<file path="config.mk">
export PLATFORM = sky130hd
export DESIGN_NAME = wdog_ctrl
export DESIGN_NICKNAME = d
export VERILOG_FILES = /design/src/rtl/wdog_pkg.sv /design/src/rtl/wdog_tick_sel.sv /design/src/rtl/wdog_regs.sv /design/src/rtl/wdog_core.sv /design/src/rtl/wdog_ctrl.sv
export SDC_FILE = /design/constraint.sdc
export NUM_CORES = 1
export LEC_CHECK = 0
export ABC_AREA = 1
export BUFFER_PORTS_ARGS = -buffer_cell sky130_fd_sc_hd__clkbuf_2
export CORE_MARGIN = 2
export CORE_UTILIZATION = 53
export CTS_CLUSTER_DIAMETER = 30
export DETAILED_ROUTE_END_ITERATION = 10
export PLACE_DENSITY = 0.86
export SLEW_MARGIN = 20
export SYNTH_ARGS = -nofsm -noshare
export SYNTH_HDL_FRONTEND = slang
export SYNTH_SLANG_ARGS = --single-unit
</file>
<file path="constraint.sdc">
create_clock -name clk_i -period 3.2 [get_ports clk_i]
set_input_delay 0.16 -clock clk_i [delete_from_list [all_inputs] [get_ports clk_i]]
set_output_delay 0.16 -clock clk_i [all_outputs]
set_load 0.05 [all_outputs]
</file>
<file path="src/rtl/wdog_pkg.sv">
package wdog_pkg;
  localparam logic [3:0] OFF_CFG = 4'h0;
  localparam logic [3:0] OFF_STS = 4'h4;
  localparam logic [3:0] OFF_CMD = 4'h8;
  localparam logic [3:0] OFF_KEY = 4'hC;

  localparam int IDX_FW  = 4;
  localparam int PER_LSB = 4;
  localparam int PER_W   = 8;
  localparam int EN_BIT  = 15;
  localparam int EXP_LSB = 12;
  localparam int EXP_W   = 2;
  localparam int KEY_W   = 16;
  localparam logic [KEY_W-1:0] UNLOCK_KEY = 16'hC45A;

  typedef struct packed {
    logic              rst_en;
    logic [PER_W-1:0]  period;
    logic [IDX_FW-1:0] src;
  } cfg_t;

  typedef struct packed {
    logic              active;
    logic [PER_W-1:0]  count;
    logic [EXP_W-1:0]  expc;
  } sts_t;
endpackage

</file>
<file path="src/rtl/wdog_tick_sel.sv">
module wdog_tick_sel #(
  parameter int NUM_TICKS = 4
) (
  input  logic                      clk_i,
  input  logic                      rst_ni,
  input  logic [NUM_TICKS-1:0]      tick_i,
  input  logic [wdog_pkg::IDX_FW-1:0] src_i,
  output logic                      edge_o
);
  logic [NUM_TICKS-1:0] hit;
  logic sel, sel_q;

  for (genvar g = 0; g < NUM_TICKS; g++) begin : g_hit
    assign hit[g] = tick_i[g] && (src_i == wdog_pkg::IDX_FW'(g));
  end

  assign sel    = |hit;
  assign edge_o = sel && !sel_q;

  always_ff @(posedge clk_i or negedge rst_ni) begin
    if (!rst_ni) sel_q <= 1'b0;
    else         sel_q <= sel;
  end

  // edge pulse never lasts two cycles
  a_r4_single_edge: assert property (@(posedge clk_i) disable iff (!rst_ni)
    edge_o |=> !edge_o);
endmodule

</file>
<file path="src/rtl/wdog_regs.sv">
module wdog_regs
  import wdog_pkg::*;
(
  input  logic        clk_i,
  input  logic        rst_ni,
  input  logic        wr_i,
  input  logic [3:0]  addr_i,
  input  logic [31:0] wdata_i,
  input  sts_t        sts_i,
  output cfg_t        cfg_o,
  output logic        start_o,
  output logic        stop_o,
  output logic [31:0] rdata_o
);
  cfg_t cfg_q;
  logic unlocked_q;
  logic cmd_wr, key_ok;
  logic [PER_W-1:0] per_wr;

  assign cmd_wr = wr_i && (addr_i == OFF_CMD);
  assign key_ok = (addr_i == OFF_KEY) && (wdata_i[KEY_W-1:0] == UNLOCK_KEY);
  assign per_wr = wdata_i[PER_LSB +: PER_W];
  assign stop_o  = cmd_wr && wdata_i[1] && unlocked_q;
  assign start_o = cmd_wr && wdata_i[0] && !stop_o;
  assign cfg_o   = cfg_q;

  always_ff @(posedge clk_i or negedge rst_ni) begin
    if (!rst_ni) begin
      cfg_q      <= '{rst_en: 1'b0, period: PER_W'(1), src: '0};
      unlocked_q <= 1'b0;
    end else if (wr_i) begin
      unlocked_q <= key_ok;
      if (addr_i == OFF_CFG) begin
        cfg_q.src    <= wdata_i[IDX_FW-1:0];
        cfg_q.period <= (per_wr == '0) ? PER_W'(1) : per_wr;
        cfg_q.rst_en <= wdata_i[EN_BIT];
      end
    end
  end

  always_comb begin
    rdata_o = '0;
    unique case (addr_i)
      OFF_CFG: begin
        rdata_o[IDX_FW-1:0]         = cfg_q.src;
        rdata_o[PER_LSB +: PER_W]   = cfg_q.period;
        rdata_o[EN_BIT]             = cfg_q.rst_en;
      end
      OFF_STS: begin
        rdata_o[0]                  = sts_i.active;
        rdata_o[PER_LSB +: PER_W]   = sts_i.count;
        rdata_o[EXP_LSB +: EXP_W]   = sts_i.expc;
      end
      default: rdata_o = '0;
    endcase
  end

  a_r9_key_arms: assert property (@(posedge clk_i) disable iff (!rst_ni)
    (wr_i && key_ok) |=> unlocked_q);
  a_r9_other_disarms: assert property (@(posedge clk_i) disable iff (!rst_ni)
    (wr_i && !key_ok) |=> !unlocked_q);
  a_r2_period_nonzero: assert property (@(posedge clk_i) disable iff (!rst_ni)
    cfg_q.period != '0);
endmodule

</file>
<file path="src/rtl/wdog_core.sv">
module wdog_core
  import wdog_pkg::*;
(
  input  logic             clk_i,
  input  logic             rst_ni,
  input  logic             start_i,
  input  logic             stop_i,
  input  logic             tick_i,
  input  cfg_t             cfg_i,
  output sts_t             sts_o,
  output logic             rst_req_o,
  output logic             irq_o
);
  localparam logic [EXP_W-1:0] EXP_LAST = '1;

  logic             active_q;
  logic [PER_W-1:0] count_q;
  logic [EXP_W-1:0] exp_q;
  logic             req_q, irq_q;
  logic             expire;

  assign expire = active_q && tick_i && (count_q <= PER_W'(1));

  always_ff @(posedge clk_i or negedge rst_ni) begin
    if (!rst_ni) begin
      active_q <= 1'b0;
      count_q  <= '0;
      exp_q    <= '0;
      req_q    <= 1'b0;
      irq_q    <= 1'b0;
    end else begin
      irq_q <= 1'b0;
      if (stop_i) begin
        active_q <= 1'b0;
        count_q  <= '0;
        exp_q    <= '0;
      end else if (start_i) begin
        active_q <= 1'b1;
        count_q  <= cfg_i.period;
        exp_q    <= '0;
      end else if (expire) begin
        if (exp_q == EXP_LAST) begin
          active_q <= 1'b0;
          count_q  <= '0;
          if (cfg_i.rst_en) req_q <= 1'b1;
        end else begin
          exp_q   <= exp_q + EXP_W'(1);
          count_q <= cfg_i.period;
          irq_q   <= (exp_q == '0);
        end
      end else if (active_q && tick_i) begin
        count_q <= count_q - PER_W'(1);
      end
    end
  end

  assign sts_o     = '{active: active_q, count: count_q, expc: exp_q};
  assign rst_req_o = req_q;
  assign irq_o     = irq_q;

  a_r3_start_loads: assert property (@(posedge clk_i) disable iff (!rst_ni)
    (start_i && !stop_i) |=> (active_q && exp_q == '0 && count_q == $past(cfg_i.period)));
  a_r7_req_sticky: assert property (@(posedge clk_i) disable iff (!rst_ni)
    req_q |=> req_q);
  a_r6_irq_first: assert property (@(posedge clk_i) disable iff (!rst_ni)
    irq_q |-> (exp_q == EXP_W'(1) && active_q));
  a_r4_hold_no_tick: assert property (@(posedge clk_i) disable iff (!rst_ni)
    (!start_i && !stop_i && !tick_i) |=> $stable(count_q));
  a_r9_stop_clears: assert property (@(posedge clk_i) disable iff (!rst_ni)
    stop_i |=> (!active_q && count_q == '0));
endmodule

</file>
<file path="src/rtl/wdog_ctrl.sv">
module wdog_ctrl #(
  parameter int NUM_TICKS = 4
) (
  input  logic                 clk_i,
  input  logic                 rst_ni,
  input  logic                 bus_wr_i,
  input  logic [3:0]           bus_addr_i,
  input  logic [31:0]          bus_wdata_i,
  output logic [31:0]          bus_rdata_o,
  input  logic [NUM_TICKS-1:0] tick_i,
  output logic                 rst_req_o,
  output logic                 irq_o
);
  import wdog_pkg::*;

  cfg_t cfg;
  sts_t sts;
  logic start, stop, tick_edge;

  wdog_regs u_regs (
    .clk_i   (clk_i),
    .rst_ni  (rst_ni),
    .wr_i    (bus_wr_i),
    .addr_i  (bus_addr_i),
    .wdata_i (bus_wdata_i),
    .sts_i   (sts),
    .cfg_o   (cfg),
    .start_o (start),
    .stop_o  (stop),
    .rdata_o (bus_rdata_o)
  );

  wdog_tick_sel #(.NUM_TICKS(NUM_TICKS)) u_tick (
    .clk_i  (clk_i),
    .rst_ni (rst_ni),
    .tick_i (tick_i),
    .src_i  (cfg.src),
    .edge_o (tick_edge)
  );

  wdog_core u_core (
    .clk_i     (clk_i),
    .rst_ni    (rst_ni),
    .start_i   (start),
    .stop_i    (stop),
    .tick_i    (tick_edge),
    .cfg_i     (cfg),
    .sts_o     (sts),
    .rst_req_o (rst_req_o),
    .irq_o     (irq_o)
  );

  a_r7_req_needs_halt: assert property (@(posedge clk_i) disable iff (!rst_ni)
    $rose(rst_req_o) |-> !sts.active);
endmodule

</file>
* Word-level counts from Yosys, hierarchy flattened *
Cells that the tools add are included.

storage, ports and cells
  register bits = 28
  bits in latches = 0
  memory bits (writable) = 0
  ROM bits = 0
  input bits = 43
  output and inout bits = 34
  word-level logic and storage cells = 74
  memories = 0

cells by class
  add/subtract/negate cells = 2
  multiply operators = 0
  divide/modulo/power cells = 0
  magnitude comparators = 1
  equality and inequality tests = 9
  shifts and indexed selects = 0
  multiplexer cells = 23
  bitwise operators = 2
  reductions and logical operators = 27

operators by type and width
  kind                  count
  $mux 8                6
  $eq 16x16->1 const B  1
  $pmux 8 s2            1
  $logic_and 1x1->1     13
  $mux 2                5
  $mux 1                9
  $eq 4x2->1 const B    2
  $eq 4x4->1 const B    2
  $le 8x1->1 const B    1
  $logic_not 4->1       2
  $logic_not 8->1       1
  $sub 8x1->8 const B   1
  $reduce_and 2->1      3
  $reduce_bool 3->1     2
  $reduce_and 5->1      1
  $eq 4x1->1 const B    1
  $eq 4x3->1 const B    1
  $reduce_bool 4->1     1
  $reduce_or 4->1       1
  $mux 3                1
  $ne 3x3->1 const B    1
  $add 2x1->2 const B   1
  $eq 2x2->1 const B    1
  $logic_not 1->1       2
  3 further kinds       4

* Depth between registers and ports, before layout *
  word-level depth = 9
  mapped depth = 12
  mapped depth without buffers = 12

* By module *
From an unflattened synthesis, not the netlist that was laid out.

second synthesis, totals
  cells, all modules = 302
  area, all modules = 2148.3 um^2

by module, submodules not included
  module         times used  cells each  area each (um^2)  sequential area each (um^2)
  wdog_regs      1           144         1059.8            351.6
  wdog_core      1           145         1002.2            325.3
  wdog_tick_sel  1           13          86.3              25.0

* Least setup slack after synthesis *
Ideal clock, no wire load.

  kind = input to output
  start point = input bus_addr_i[1]
  end point = output bus_rdata_o[6]
  arrival time = 1.607 ns
  data required time = 3.040 ns
  path slack = 1.433 ns
  stages = 5
  path buffers = 0
  path through = nor2_1 > inv_1 > nor2_1 > nand2_1 > o21ai_0

on the way
  cells in the longest elaborated chain, start to end = 2
  elaborated cells on any way between the ends = 3
  those cells by class = eq/ne (1); mux (1); reduce/logical (1)

RTL lines
  element                                        RTL line         RTL
  start, declared                                wdog_ctrl.sv:7   input logic [3:0] bus_addr_i,
  $eq 4x3->1 or $logic_not 4->1 (tied branches)  wdog_regs.sv:43  unique case (addr_i)
  $pmux 8 s2 (*)                                 wdog_regs.sv:43
  end, declared                                  wdog_ctrl.sv:9   output logic [31:0] bus_rdata_o,

Every way passes the cells marked *; elsewhere a longest branch is shown, timed or not.

* Worst setup path in the final report *
  start point = register u_core.count_q[0]
  end point = register u_core.exp_q[0]

on the way
  cells in the longest elaborated chain, start to end = 4

RTL lines
  element                      RTL line         RTL
  start, declared              wdog_core.sv:17  logic [PER_W-1:0] count_q;
  start signal, assigned       wdog_core.sv:39  count_q <= cfg_i.period;
  start signal, assigned       wdog_core.sv:48  count_q <= cfg_i.period;
  start signal, assigned       wdog_core.sv:52  count_q <= count_q - PER_W'(1);
  $le 8x1->1                   wdog_core.sv:22  assign expire = active_q && tick_i && (count_q <= PER_W'(1));
  $logic_and 1x1->1            wdog_core.sv:22
  $reduce_bool 3->1 (no line)  --
  $reduce_and 2->1 (no line)   --
  end signal, assigned         wdog_core.sv:47  exp_q <= exp_q + EXP_W'(1);
  end, declared                wdog_core.sv:18  logic [EXP_W-1:0] exp_q;

No other way between the ends.
A chain may end at the register's enable or synchronous reset.

==> results_dict.tcl <==
set metrics [dict create \
    p_clk_share_pct 19.9 \
    seqPwrFrac_pct 37.2 \
    start_util_pct 54.8 \
    cp.required_ps 3380 \
    final_antenna_net_count 0 \
    cts-htree-levels 1 \
    switching_share_pct 42.6 \
    syn_inst 287 \
    relSlewSlack_pct 53.3 \
    cts_tree "built" \
    crit_arrival_ps 2330 \
    tightestPinTransition_ps 701 \
    outcome "finished, final reports clean" \
    gp_congestion 0.931 \
    wire_per_inst_um 11.9 \
    synth_seq_area_share_pct 35.3 \
    fp-row-count 22 \
    dieArea_mm2 0.00426 \
    ys.flop_type "dfrtp_1" \
    fin_crit_sh_pct 67.2 \
    area_growth_syn_to_layout_pct 13.0 \
    antenna_found_initial 0 \
    cts_resized 0 \
    fin_skew_ps 1.70 \
    cp-start-kind "register" \
    fin_nets 376 \
    worstSetupStartpoint "u_core.count_q[0]" \
    overflow 0 \
    pin_count 77 \
    finalSetupTns_ps 0 \
    drv_slew 0 \
    drcViolationCount 0 \
    first_iter_violations 114 \
    setup_ws_ps 1050 \
    grt_pass1_vias 1613 \
    cp-end-kind "register" \
    grt_max_degree 29 \
    power.density_mw_per_mm2 636 \
    diodes 0 \
    syn_avg_cell_area_um2 6.93 \
    die_h_um 65.3 \
    drv_cap 0 \
    gr-usage-all-layers_pct 22.5 \
    postCtsHoldBufs 1 \
    rsz0062_at_grt "no" \
    p_sw_w 0.000610 \
    clock_latency_ps 280 \
    coreArea_mm2 0.00363 \
    synthArstFlopShare_pct 100 \
    rr_endpoint "u_core.exp_q[0]" \
    path_class "reg -> reg" \
    leakagePower_nw 1.25 \
    drive_gt1_share_pct 18.9 \
    final_common_cell "nand2_1" \
    hold_end "u_regs.unlocked_q" \
    vias 1937 \
    cts_sinks 28 \
    fmax_mhz 465 \
    drt_pass1_iterations 5 \
    synth_edf_count 0 \
    post-cts-setup-buffers 0 \
    wirelength_um 4480 \
    grt_pass1_wl_um 7460 \
    p_int_w 0.000820 \
    yosys_warnings 0 \
    crit_fanout 12 \
    io_buffers 43 \
    syn_area_mm2 0.00199 \
    hp-class "in -> reg" \
    numCtsBuffers 3 \
    setup_violations 0 \
    clk_pin_slew_ps 100 \
    worst-r2r-setup-slack_ps 1050 \
    final-hold-violation-count 0 \
    post-place-ws_ps 1080 \
    cts_root_buf "clkbuf_8" \
    layout_min_cycle_time_ps 2150 \
    routed_via_density 5.15 \
    hpwl_um 3400 \
    ys_ff_latch 28 \
    reg2reg_depth 11 \
    clock_path_buffers 2 \
    vdd_drop_max_mv 0.309 \
    hold_depth 2 \
    dieWidth_um 65.3 \
    ys_types 34 \
    power_frac_comb_pct 42.8 \
    timing.rr.start "u_core.count_q[0]" \
    worstHoldStart "bus_wr_i" \
    final_cell_mix "nand2_1 (64), nor2_1 (46), inv_1 (43), clkbuf_2 (43), dfrtp_1 (27)" \
]
logic make-up after synthesis:
group                      Yosys count  synth area share [%]
DFF                                 28                  35.3
xor gates and xnor gates             4                  1.76
buffers and inverters               67                  16.2
adders and majority gates            4                  2.52
other                                1                 0.188
and+or+nand+nor                    148                  33.6
muxes                                1                 0.566
AOI/OAI and AO/OA                   34                  9.87
how the worst max path moves through the flow:
stage,endpoint,slack (ps),depth (start not counted)
3_3_place_gp,u_core.count_q[6],1110,11
4_1_cts,u_core.exp_q[0],1060,11
2_1_floorplan,bus_rdata_o[6],1430,5
3_5_place_dp,u_core.exp_q[0],1080,11
5_1_grt,u_core.exp_q[0],810,11
6_report,u_core.exp_q[0],1050,11
state kept, by name, summed over array words and instances, names as in the netlist:
name and flops:
u_tick.sel_q 1, u_regs.unlocked_q 1, u_core.exp_q 2, u_regs.cfg_o 13, u_core.rst_req_o 1, u_core.irq_o 1, u_core.count_q 8, u_core.active_q 1
metrics by stage:
stage	utilization, %	instances	hold slack [ps]	cell area (um^2)	power, W
after floorplan	-	303	-136	2050	0.00103
after global placement	59.6	371	235	2170	0.00112
after detailed placement	59.6	371	237	2170	0.00114
after CTS	61.9	376	102	2250	0.00143
after global routing	61.9	376	123	2250	0.00155
final	61.9	376	103	2250	0.00143
synthesized netlist by cell type (all sizes together), types with 3 or more instances:
cell    count  share of area [%]
a21oi       6                1.5
buf        18                7.0
clkbuf      5               0.94
dfrtp      27                 34
ha          4                2.5
inv        44                8.3
nand2      66                 13
nand3      17                4.5
nand4      11                3.8
nor2       50                 10
nor3        3                1.6
o21ai      17                4.5
o22ai       8                2.5
xor2        3                1.3
worst max-delay path, stage by stage (launching register included):
cell and delay, ps:
dfrtp_1 390, inv_1 140, ha_1 260, inv_1 60
nand2_1 50, nand2_1 70, nor2_4 190, nand4_2 370
nand2_1 280, nand2_1 100, nand2_1 70, nand2_1 60
cell type report:
type	instances	area, um^2
well taps	48	60.1
repair buffers	44	225
multi-input cells	208	1020
clock buffers	3	41.3
clock inverters	1	30.0
fillers	356	1390
inverters	44	165
flip-flops and latches	28	702
per-layer routing:
layer | global-route usage (%) | routed length [um] | vias to the layer above
met4 | 7.03 | 76 | 0
met3 | 2.91 | 344 | 7
met1 | 31.5 | 1910 | 883
met2 | 36.5 | 2140 | 84
li1 | - | - | 963
met5 | 0 | 0 | -
power by group through the flow:
stage | clock network, W | logic (W) | registers (W)
finish | 0.000285 | 0.000612 | 0.000533
global placement | 0 | 0.000588 | 0.000531
detailed placement | 0 | 0.000603 | 0.000538
CTS | 0.000286 | 0.000609 | 0.000531
floorplan | 0 | 0.000510 | 0.000516
global route | 0.000302 | 0.000706 | 0.000546
(Power assumes the default switching activity.)
